### src/rtl/bringup_pkg.sv
package bringup_pkg;

  typedef enum logic [1:0] {K_CMD, K_WR, K_RD, K_WAIT} step_kind_e;

  typedef struct packed {
    step_kind_e  kind;
    logic        rmw;
    logic [23:0] addr;
    logic [31:0] data;
    logic [2:0]  nbytes;
  } step_t;

  localparam int unsigned NSTEPS  = 25;
  localparam int unsigned STEP_W  = $clog2(NSTEPS);
  localparam int unsigned FLEN_W  = 3;
  localparam logic [23:0] REG_BASE = 24'h102400;
  localparam logic [23:0] DL_BASE  = 24'h100000;
  localparam logic [7:0]  CMD_EXTCLK = 8'h44;
  localparam logic [7:0]  CMD_WAKE   = 8'h00;
  localparam logic [7:0]  BL_MASK    = 8'h80;
  localparam logic [7:0]  SWAP_FRAME = 8'h02;

  function automatic logic [23:0] reg_addr(input int unsigned n);
    return REG_BASE + 24'(4 * n);
  endfunction

  function automatic step_t mk(input step_kind_e k, input logic rmw,
                               input logic [23:0] a, input logic [31:0] d,
                               input logic [2:0] n);
    step_t s;
    s.kind   = k;
    s.rmw    = rmw;
    s.addr   = a;
    s.data   = d;
    s.nbytes = n;
    return s;
  endfunction

endpackage

### src/rtl/bringup_step_table.sv
module bringup_step_table
  import bringup_pkg::*;
#(
  parameter int unsigned H_CYCLE  = 548,
  parameter int unsigned H_OFFSET = 43,
  parameter int unsigned H_SYNC0  = 0,
  parameter int unsigned H_SYNC1  = 41,
  parameter int unsigned V_CYCLE  = 292,
  parameter int unsigned V_OFFSET = 12,
  parameter int unsigned V_SYNC0  = 0,
  parameter int unsigned V_SYNC1  = 10,
  parameter int unsigned H_SIZE   = 480,
  parameter int unsigned V_SIZE   = 272,
  parameter int unsigned PCLK_DIV = 5
) (
  input  logic [STEP_W-1:0] idx,
  output step_t             stp
);

  always_comb begin
    unique case (idx)
      5'd0:  stp = mk(K_CMD,  1'b0, {CMD_EXTCLK, 16'h0}, 32'h0, 3'd0);
      5'd1:  stp = mk(K_CMD,  1'b0, {CMD_WAKE, 16'h0},   32'h0, 3'd0);
      5'd2:  stp = mk(K_WAIT, 1'b0, 24'h0,               32'h0, 3'd0);
      5'd3:  stp = mk(K_WR, 1'b0, reg_addr(0),  32'(H_CYCLE),  3'd2);
      5'd4:  stp = mk(K_WR, 1'b0, reg_addr(1),  32'(H_OFFSET), 3'd2);
      5'd5:  stp = mk(K_WR, 1'b0, reg_addr(2),  32'(H_SYNC0),  3'd2);
      5'd6:  stp = mk(K_WR, 1'b0, reg_addr(3),  32'(H_SYNC1),  3'd2);
      5'd7:  stp = mk(K_WR, 1'b0, reg_addr(4),  32'(V_CYCLE),  3'd2);
      5'd8:  stp = mk(K_WR, 1'b0, reg_addr(5),  32'(V_OFFSET), 3'd2);
      5'd9:  stp = mk(K_WR, 1'b0, reg_addr(6),  32'(V_SYNC0),  3'd2);
      5'd10: stp = mk(K_WR, 1'b0, reg_addr(7),  32'(V_SYNC1),  3'd2);
      5'd11: stp = mk(K_WR, 1'b0, reg_addr(8),  32'd0,         3'd1);
      5'd12: stp = mk(K_WR, 1'b0, reg_addr(9),  32'd1,         3'd1);
      5'd13: stp = mk(K_WR, 1'b0, reg_addr(10), 32'd1,         3'd1);
      5'd14: stp = mk(K_WR, 1'b0, reg_addr(11), 32'(H_SIZE),   3'd2);
      5'd15: stp = mk(K_WR, 1'b0, reg_addr(12), 32'(V_SIZE),   3'd2);
      5'd16: stp = mk(K_WR, 1'b0, DL_BASE,         32'h0200_0000, 3'd4);
      5'd17: stp = mk(K_WR, 1'b0, DL_BASE + 24'd4, 32'h2600_0007, 3'd4);
      5'd18: stp = mk(K_WR, 1'b0, DL_BASE + 24'd8, 32'h0000_0000, 3'd4);
      5'd19: stp = mk(K_WR, 1'b0, reg_addr(13), {24'h0, SWAP_FRAME}, 3'd1);
      5'd20: stp = mk(K_RD, 1'b0, reg_addr(14), 32'h0, 3'd1);
      5'd21: stp = mk(K_WR, 1'b1, reg_addr(14), 32'h0, 3'd1);
      5'd22: stp = mk(K_RD, 1'b0, reg_addr(15), 32'h0, 3'd1);
      5'd23: stp = mk(K_WR, 1'b1, reg_addr(15), 32'h0, 3'd1);
      default: stp = mk(K_WR, 1'b0, reg_addr(16), 32'(PCLK_DIV), 3'd1);
    endcase
  end

endmodule

### src/rtl/bringup_frame_tx.sv
module bringup_frame_tx
  import bringup_pkg::*;
(
  input  logic       clk,
  input  logic       srst_n,
  input  logic       go,
  input  logic       abort,
  input  step_t      stp,
  input  logic       sb_ack,
  input  logic [7:0] sb_rdata,
  output logic       sb_req,
  output logic [7:0] sb_byte,
  output logic       sb_last,
  output logic       fdone
);

  logic              act_q, act_d;
  logic [FLEN_W-1:0] idx_q, idx_d;
  logic [FLEN_W-1:0] len_q, len_d;
  logic [23:0]       hdr_q, hdr_d;
  logic [31:0]       dat_q, dat_d;
  logic              rd_q, rd_d;
  logic [7:0]        rbyte_q, rbyte_d;
  logic              load_en, step_en, cap_en;

  assign sb_req  = act_q;
  assign sb_last = act_q && (idx_q == len_q - 1'b1);
  assign fdone   = act_q && sb_ack && (idx_q == len_q - 1'b1);

  always_comb begin
    unique case (idx_q)
      3'd0:    sb_byte = hdr_q[23:16];
      3'd1:    sb_byte = hdr_q[15:8];
      3'd2:    sb_byte = hdr_q[7:0];
      3'd3:    sb_byte = rd_q ? 8'h00 : dat_q[7:0];
      3'd4:    sb_byte = rd_q ? 8'h00 : dat_q[15:8];
      3'd5:    sb_byte = dat_q[23:16];
      default: sb_byte = dat_q[31:24];
    endcase
  end

  always_comb begin
    load_en = go && !act_q;
    step_en = act_q && (sb_ack || abort);
    cap_en  = fdone && rd_q;
    act_d   = act_q;
    idx_d   = idx_q;
    len_d   = len_q;
    hdr_d   = hdr_q;
    dat_d   = dat_q;
    rd_d    = rd_q;
    rbyte_d = cap_en ? sb_rdata : rbyte_q;
    if (load_en) begin
      act_d = 1'b1;
      idx_d = '0;
      rd_d  = (stp.kind == K_RD);
      dat_d = stp.rmw ? {24'h0, rbyte_q | BL_MASK} : stp.data;
      unique case (stp.kind)
        K_CMD: begin
          hdr_d = stp.addr;
          len_d = 3'd3;
        end
        K_RD: begin
          hdr_d = {2'b00, stp.addr[21:0]};
          len_d = 3'd5;
        end
        default: begin
          hdr_d = {2'b10, stp.addr[21:0]};
          len_d = 3'd3 + stp.nbytes;
        end
      endcase
    end else if (step_en) begin
      if (abort || fdone) act_d = 1'b0;
      else                idx_d = idx_q + 1'b1;
    end
  end

  always_ff @(posedge clk or negedge srst_n) begin
    if (!srst_n) begin
      act_q   <= 1'b0;
      idx_q   <= '0;
      len_q   <= '0;
      hdr_q   <= '0;
      dat_q   <= '0;
      rd_q    <= 1'b0;
      rbyte_q <= '0;
    end else begin
      act_q <= act_d;
      if (load_en || step_en) idx_q <= idx_d;
      if (load_en) begin
        len_q <= len_d;
        hdr_q <= hdr_d;
        dat_q <= dat_d;
        rd_q  <= rd_d;
      end
      if (cap_en) rbyte_q <= rbyte_d;
    end
  end

endmodule

### src/rtl/bringup_wait_timer.sv
module bringup_wait_timer #(
  parameter int unsigned WAIT_CYCLES = 2_000_000
) (
  input  logic clk,
  input  logic srst_n,
  input  logic load,
  output logic expired
);

  localparam int unsigned CNT_W = $clog2(WAIT_CYCLES + 1);
  localparam logic [CNT_W-1:0] LOAD_V = CNT_W'(WAIT_CYCLES - 1);

  logic [CNT_W-1:0] cnt_q, cnt_d;
  logic             cnt_en;

  assign expired = (cnt_q == '0);

  always_comb begin
    cnt_en = load || !expired;
    cnt_d  = load ? LOAD_V : cnt_q - 1'b1;
  end

  always_ff @(posedge clk or negedge srst_n) begin
    if (!srst_n)     cnt_q <= '0;
    else if (cnt_en) cnt_q <= cnt_d;
  end

endmodule

### src/rtl/disp_bringup_seq.sv
module disp_bringup_seq
  import bringup_pkg::*;
#(
  parameter int unsigned WAIT_CYCLES = 2_000_000,
  parameter int unsigned H_CYCLE  = 548,
  parameter int unsigned H_OFFSET = 43,
  parameter int unsigned H_SYNC0  = 0,
  parameter int unsigned H_SYNC1  = 41,
  parameter int unsigned V_CYCLE  = 292,
  parameter int unsigned V_OFFSET = 12,
  parameter int unsigned V_SYNC0  = 0,
  parameter int unsigned V_SYNC1  = 10,
  parameter int unsigned H_SIZE   = 480,
  parameter int unsigned V_SIZE   = 272,
  parameter int unsigned PCLK_DIV = 5
) (
  input  logic       clk,
  input  logic       rst_n,
  input  logic       start,
  output logic       busy,
  output logic       done,
  output logic       error,
  output logic       spi_fast,
  output logic       sb_req,
  output logic [7:0] sb_byte,
  output logic       sb_last,
  input  logic       sb_ack,
  input  logic [7:0] sb_rdata,
  input  logic       sb_fault
);

  typedef enum logic [2:0] {S_IDLE, S_ISSUE, S_XFER, S_WAIT, S_DONE, S_ERR} seq_state_e;
  localparam logic [STEP_W-1:0] LAST_STEP = STEP_W'(NSTEPS - 1);

  logic [1:0] rst_sync_q;
  logic       srst_n;

  always_ff @(posedge clk or negedge rst_n) begin
    if (!rst_n) rst_sync_q <= 2'b00;
    else        rst_sync_q <= {rst_sync_q[0], 1'b1};
  end
  assign srst_n = rst_sync_q[1];

  seq_state_e        st_q, st_d;
  logic [STEP_W-1:0] step_q, step_d;
  logic              step_en;
  step_t             cur;
  logic              go, fdone, tmr_load, tmr_exp;

  bringup_step_table #(
    .H_CYCLE(H_CYCLE), .H_OFFSET(H_OFFSET), .H_SYNC0(H_SYNC0), .H_SYNC1(H_SYNC1),
    .V_CYCLE(V_CYCLE), .V_OFFSET(V_OFFSET), .V_SYNC0(V_SYNC0), .V_SYNC1(V_SYNC1),
    .H_SIZE(H_SIZE), .V_SIZE(V_SIZE), .PCLK_DIV(PCLK_DIV)
  ) u_table (
    .idx (step_q),
    .stp (cur)
  );

  bringup_frame_tx u_frame (
    .clk      (clk),
    .srst_n   (srst_n),
    .go       (go),
    .abort    (sb_fault),
    .stp      (cur),
    .sb_ack   (sb_ack),
    .sb_rdata (sb_rdata),
    .sb_req   (sb_req),
    .sb_byte  (sb_byte),
    .sb_last  (sb_last),
    .fdone    (fdone)
  );

  bringup_wait_timer #(.WAIT_CYCLES(WAIT_CYCLES)) u_timer (
    .clk     (clk),
    .srst_n  (srst_n),
    .load    (tmr_load),
    .expired (tmr_exp)
  );

  always_comb begin
    st_d     = st_q;
    step_d   = step_q;
    step_en  = 1'b0;
    go       = 1'b0;
    tmr_load = 1'b0;
    unique case (st_q)
      S_IDLE, S_DONE, S_ERR: begin
        if (start) begin
          st_d    = S_ISSUE;
          step_d  = '0;
          step_en = 1'b1;
        end
      end
      S_ISSUE: begin
        if (sb_fault) begin
          st_d = S_ERR;
        end else if (cur.kind == K_WAIT) begin
          tmr_load = 1'b1;
          st_d     = S_WAIT;
        end else begin
          go   = 1'b1;
          st_d = S_XFER;
        end
      end
      S_XFER: begin
        if (sb_fault) begin
          st_d = S_ERR;
        end else if (fdone) begin
          if (step_q == LAST_STEP) begin
            st_d = S_DONE;
          end else begin
            st_d    = S_ISSUE;
            step_d  = step_q + 1'b1;
            step_en = 1'b1;
          end
        end
      end
      S_WAIT: begin
        if (sb_fault) begin
          st_d = S_ERR;
        end else if (tmr_exp) begin
          st_d    = S_ISSUE;
          step_d  = step_q + 1'b1;
          step_en = 1'b1;
        end
      end
      default: st_d = S_IDLE;
    endcase
  end

  always_ff @(posedge clk or negedge srst_n) begin
    if (!srst_n) begin
      st_q   <= S_IDLE;
      step_q <= '0;
    end else begin
      st_q <= st_d;
      if (step_en) step_q <= step_d;
    end
  end

  assign busy     = (st_q == S_ISSUE) || (st_q == S_XFER) || (st_q == S_WAIT);
  assign done     = (st_q == S_DONE);
  assign error    = (st_q == S_ERR);
  assign spi_fast = (st_q == S_DONE);

endmodule

### config.mk
export PLATFORM = sky130hd
export DESIGN_NAME = disp_bringup_seq
export DESIGN_NICKNAME = d
export VERILOG_FILES = /design/src/rtl/bringup_pkg.sv /design/src/rtl/bringup_step_table.sv /design/src/rtl/bringup_frame_tx.sv /design/src/rtl/bringup_wait_timer.sv /design/src/rtl/disp_bringup_seq.sv
export SDC_FILE = /design/constraint.sdc
export NUM_CORES = 1
export LEC_CHECK = 0
export BUFFER_PORTS_ARGS = -buffer_cell sky130_fd_sc_hd__buf_2
export CAP_MARGIN = 25
export CORE_MARGIN = 4
export CORE_UTILIZATION = 43
export CTS_CLUSTER_SIZE = 10
export DETAILED_ROUTE_END_ITERATION = 7
export REMOVE_ABC_BUFFERS = 1
export SLEW_MARGIN = 20
export SYNTH_ARGS = -nofsm -noshare
export SYNTH_HDL_FRONTEND = slang
export SYNTH_SLANG_ARGS = --single-unit
### constraint.sdc
create_clock -name clk -period 1.95 [get_ports clk]
set_input_delay 0.0975 -clock clk [delete_from_list [all_inputs] [get_ports clk]]
set_output_delay 0.0975 -clock clk [all_outputs]
set_load 0.02 [all_outputs]
; Word-level counts from Yosys, hierarchy flattened
; Memory sizes are Yosys's and may differ from the RTL's.
; Index checks and enable logic that the tools add are counted.
[classes]
n_mux = 42
n_eq_ne = 23
n_reduce_logical = 26
n_addsub = 5
[ops]
columns = operator, count
row1 = $pmux 24 s2, 1
row2 = $pmux 8 s6, 1
row3 = $mux 32, 1
row4 = $mux 3, 10
row5 = $mux 5, 6
row6 = $logic_not 21->1, 1
row7 = $mux 21, 1
row8 = $sub 21x1->21 const B, 1
row9 = $mux 1, 16
row10 = $mux 8, 2
row11 = $pmux 5 s3, 1
row12 = $eq 3x2->1 const B, 4
row13 = $eq 3x3->1 const B, 4
row14 = $pmux 3 s4, 1
row15 = $ne 2x2->1 const B, 4
row16 = $reduce_and 8->1, 1
row17 = $eq 3x1->1 const B, 2
row18 = $logic_and 1x1->1, 6
row19 = $logic_not 3->1, 2
row20 = $logic_or 1x1->1, 6
row21 = $ne 2x1->1 const B, 3
row22 = $ne 3x2->1 const B, 2
row23 = $pmux 3 s2, 1
row24 = $reduce_and 3->1, 2
row25 = 14 further kinds, 17
[totals]
out_inout_bits = 14
wordCells = 108
mem_bits_ro = 928
mem_count = 1
input_bits = 13
register_bits = 102
[memory_table]
columns = name, depth, width, read_ports, rd_ports_with_merged_regs, write_ports, line_no
row1 = (name not given), 32, 29, 1, 0, 0, bringup_step_table.sv:21  ; unique case (idx)

; Longest topological paths before layout
; An unclocked memory read counts as a cell.
[logic_depth]
word_depth = 8
mapped_depth = 10
ltp_nobuf = 10

; Cells and area by module
; A second synthesis with hierarchy kept.
[unflattened]
cells_unflattened = 646
area_unflattened_um2 = 6089.6
[modules_own_cells]
columns = module, seq_area_each_um2, n_inst, cells_each, area_per_inst_um2
row1 = bringup_frame_tx, 1776.7, 1, 338, 3514.6
row2 = bringup_wait_timer, 525.5, 1, 116, 1147.4
row3 = bringup_step_table, 0.0, 1, 121, 764.5
row4 = disp_bringup_seq, 250.2, 1, 71, 663.1

; Worst setup path before layout
; Ideal clock, no wire load.
[synth_timing]
path_kind = reg2reg
from = reg u_timer.cnt_q[9]
to = reg u_timer.cnt_q[15]
setup_time_ns = 0.069
t_required_ns = 1.881
slack_ns = -0.285
path_stages_with_launch = 7
path_buffers = 1
arrival_ns = 2.165
synth_period_minus_slack_ns = 2.235
path_cell_list = dfrtp_1 -> or4_1 -> buf_2 -> or3_1 -> or4_1 -> or3_1 -> nand3_1
[synth_between]
elab_chain_len = 3
word_cells_on_any_way = 5
cone_classes = add/sub (1) / mux (1) / reduce/logical (3)
[synth_rtl]
columns = element, line_no
row1 = "start, declared", bringup_wait_timer.sv:13  ; logic [CNT_W-1:0] cnt_q, cnt_d;
row2 = "start signal, assigned", bringup_wait_timer.sv:25  ; else if (cnt_en) cnt_q <= cnt_d;
row3 = branches (longest 3 deep; another with $sub 21x1->21), n/a
; Parallel ways; which one is timed is not known.
; A chain may end at the register's enable or synchronous reset.

; Worst setup path in the final report
[layout_timing]
from = reg u_timer.cnt_q[8]
to = reg u_timer.cnt_q[15]
; Same word-level chain as after synthesis.

==> metrics.yaml <==
placed_design:
  pre_cts_slack_ns: -0.285
  dp_hpwl_um: 7930
  place_congestion: 0.933
  port_buffers: 25
detailed_routing:
  via_per_inst: 5.84
  drt-pass1-iter-count: 5
  vias: 4067
  drtIter0Drc: 226
  totalWireLength_um: 12900
  drc: 0
  wl_per_cell_um: 18.5
  ant_nets: 0
floorplan:
  start_util: 0.450
  rows: 34
  coreArea_sq_um: 8850
  die_h_um: 104
  boundaryPins: 27
  die_area_sq_um: 10900
  chipWidth_um: 104
synthesis:
  yosys.area.top_type: "dfrtp_1"
  synth_area_per_cell_sq_um: 9.03
  synth_edf_count: 0
  syn_area_sq_um: 3980
  async_reset_ff_frac: 1.00
  synthTopCellsByArea: "dfrtp_1 (43%), ha_1 (5.3%), nand2_1 (5.0%)"
  netlist.area_leader.share: 0.428
  synth_cell_type_count: 61
  synth-seq-cells: 68
  syn_inst: 441
  yosysSeqAreaShare: 0.428
  yosys_warnings: 0
  ys.flop_type: "dfrtp_1"
setup_path:
  crit_type: "reg -> reg"
  cp-start-kind: "flop"
  path_cells: "or4_4, or3_4, or4_1, or3_1, nand3_1"
  crit_required_ns: 2.23
  rrSetupSlack_ns: -0.28
  reg2reg_depth: 5
  r2r-end: "u_timer.cnt_q[15]"
  reg2reg_from: "u_timer.cnt_q[8]"
  end_kind: "flop"
  cp_slowest_stage_delay_ns: 0.55
  crit_fanout: 2
  cpMaxStageDelayCell: "or4_4"
  arrival_ns: 2.52
layout:
  num-fill-cells: 646
  multi_input_area_sq_um: 2700
  final_nets: 614
  drive_above_1_share: 0.460
  antennaDiodeCount: 0
  regArea_sq_um: 1710
  synthToLayoutAreaGrowth_pct: 55.4
timing:
  finalSetupTns_ns: -4.33
  fin_worst_skew_ns: 0.0172
  worst_pin_slew_ns: 0.531
  setup_slack_ns: -0.284
  slew_headroom: 0.643
  hold_slack_ns: 0.0508
  finalSetupViolations: 28
  timing.final.crit_period_ns: 2.23
  period_share: 1.15
  maxSlewViolCount: 0
  hold_viol_final: 0
  rsz0062_at_grt: "true"
  fmax_mhz: 448
clock_tree:
  clkTransAtPathRegs_ns: 0.09
  cts_tree: "built"
  clockRootBuffer: "clkbuf_8"
  cts_buffers: 9
  cts_buffer_depth: 2
  cts_sinks: 68
  htree_num_levels: 3
  clock_latency_ns: 0.36
global_route:
  grt_use_total: 0.218
  grt_use_met3: 0.0397
  met2_usage: 0.343
  antenna_found_initial: 0
  grt_most_used_layer: "met2"
  grt_pass1_vias: 3786
  grt_pass1_wl_um: 19200
  globalRouteMet1Util: 0.304
  grt_overflow: 0
  grt_max_degree: 48
status:
  violations: "setup timing"
  status: "finished with violations"
pwr:
  power.total_mw: 5.65
  power_density_nw_per_um2: 913
  peakVddDrop_mv: 0.650
  leakagePower_nw: 2.63
hold_path:
  hold_class: "in -> async"
job:
  max-cap-violations: 0
worst max path at each step:
stage / startpoint / end / slack [ns] / cells after the start
global placement: u_frame.len_q[0] / step_q[3] / -0.21 / 7
CTS: u_timer.cnt_q[11] / u_timer.cnt_q[15] / -0.24 / 5
floorplan: step_q[0] / u_frame.hdr_q[3] / -0.39 / 7
global route: u_timer.cnt_q[8] / u_timer.cnt_q[15] / -0.33 / 5
finish: u_timer.cnt_q[8] / u_timer.cnt_q[15] / -0.28 / 5
detailed placement: u_timer.cnt_q[7] / u_timer.cnt_q[11] / -0.29 / 5
cells in the mapped netlist, drive strengths merged, types with 4 or more instances:
master   count
nor2b        8
nor2        39
nor4         5
o31ai       11
a22oi        4
mux2         9
mux2i        4
o211ai       4
or3          8
nor3        12
a2bb2oi      4
ha          17
inv         17
nand2b       5
o21ai       29
a22o         4
xnor2        9
or4          9
a31oi        6
clkbuf      19
dfrtp       68
nand2       53
buf          5
nand3       22
a21oi       21
layout by cell type (no fill, tap or decap), drive strengths merged, types with 3 or more instances in the layout:
master,n
nor4,5
nor3b,3
o41ai,3
bufinv,3
a22o,4
nor2,39
mux2,9
or3,8
a22oi,4
a21oi,21
dlygate4sd3,9
a32oi,3
o21ai,29
mux2i,4
nor2b,8
nor3,12
nand2,53
o31ai,11
or4,9
o211ai,4
xnor2,9
nand2b,5
inv,17
clkbuf,14
a31oi,6
dfrtp,68
buf,145
and2,3
nand3,22
nand4,3
a2bb2oi,4
o22ai,3
ha,17
stage by stage:
step	cells	area, sq um	util
after floorplan	417	3880	-
after global placement	638	4850	0.548
after detailed placement	638	4850	0.548
after CTS	676	5510	0.623
after global routing	697	6180	0.699
final	697	6180	0.699
state kept, by name, indices dropped and copies added, names as in the netlist:
signal and flops:
step_q 5, rst_sync_q 2, u_frame.rd_q 1, u_frame.idx_q 3
u_frame.rbyte_q 7, u_timer.cnt_q 21, u_frame.sb_req 1, st_q 3
u_frame.dat_q 12, u_frame.len_q 3, u_frame.hdr_q 10
cell families after synthesis:
family / share of synthesized area
AO/OA/AOI/OAI: 0.182
XOR/XNOR: 0.0302
adder cells (fa/ha/maj): 0.0534
buffers and inverters: 0.0418
flip-flops: 0.428
multiplexers: 0.0355
other: 0.000942
AND/OR/NAND/NOR: 0.228
timing repair:
action	CTS	global route
setup buffers	13	24
gates resized for setup	42	126
setup endpoints to repair	44	65
pin swaps	17	62
endpoints found under the hold margin	10	0
gates cloned	1	3
hold buffers	9	0
critical path, delay by kind of cell, from the launching register on:
kind	cells	cell delay [ns]
and+or+nand+nor	5	1.76
DFF	1	0.39
cell type report:
class                      count  share of cell area
multi-input combinational    332               0.437
sequential                    68               0.276
timing repair buffer         156               0.213
clock buffer                  12              0.0251
tap                          108              0.0218
clock inverter                 4              0.0154
inverter                      17              0.0111
power breakdown:
part | internal (mW) | switching, mW
Sequential | 1.58 | 0.175
Combinational | 1.16 | 1.24
Clock | 0.919 | 0.577
metal layers:
metal / part of all wire / vias to the layer above
met2: 0.49 / 125
li1: - / 1890
met5: 0 / -
met4: 0.026 / 0
met3: 0.047 / 33
met1: 0.44 / 2019
Note: power is estimated with default switching activity, not from simulation.
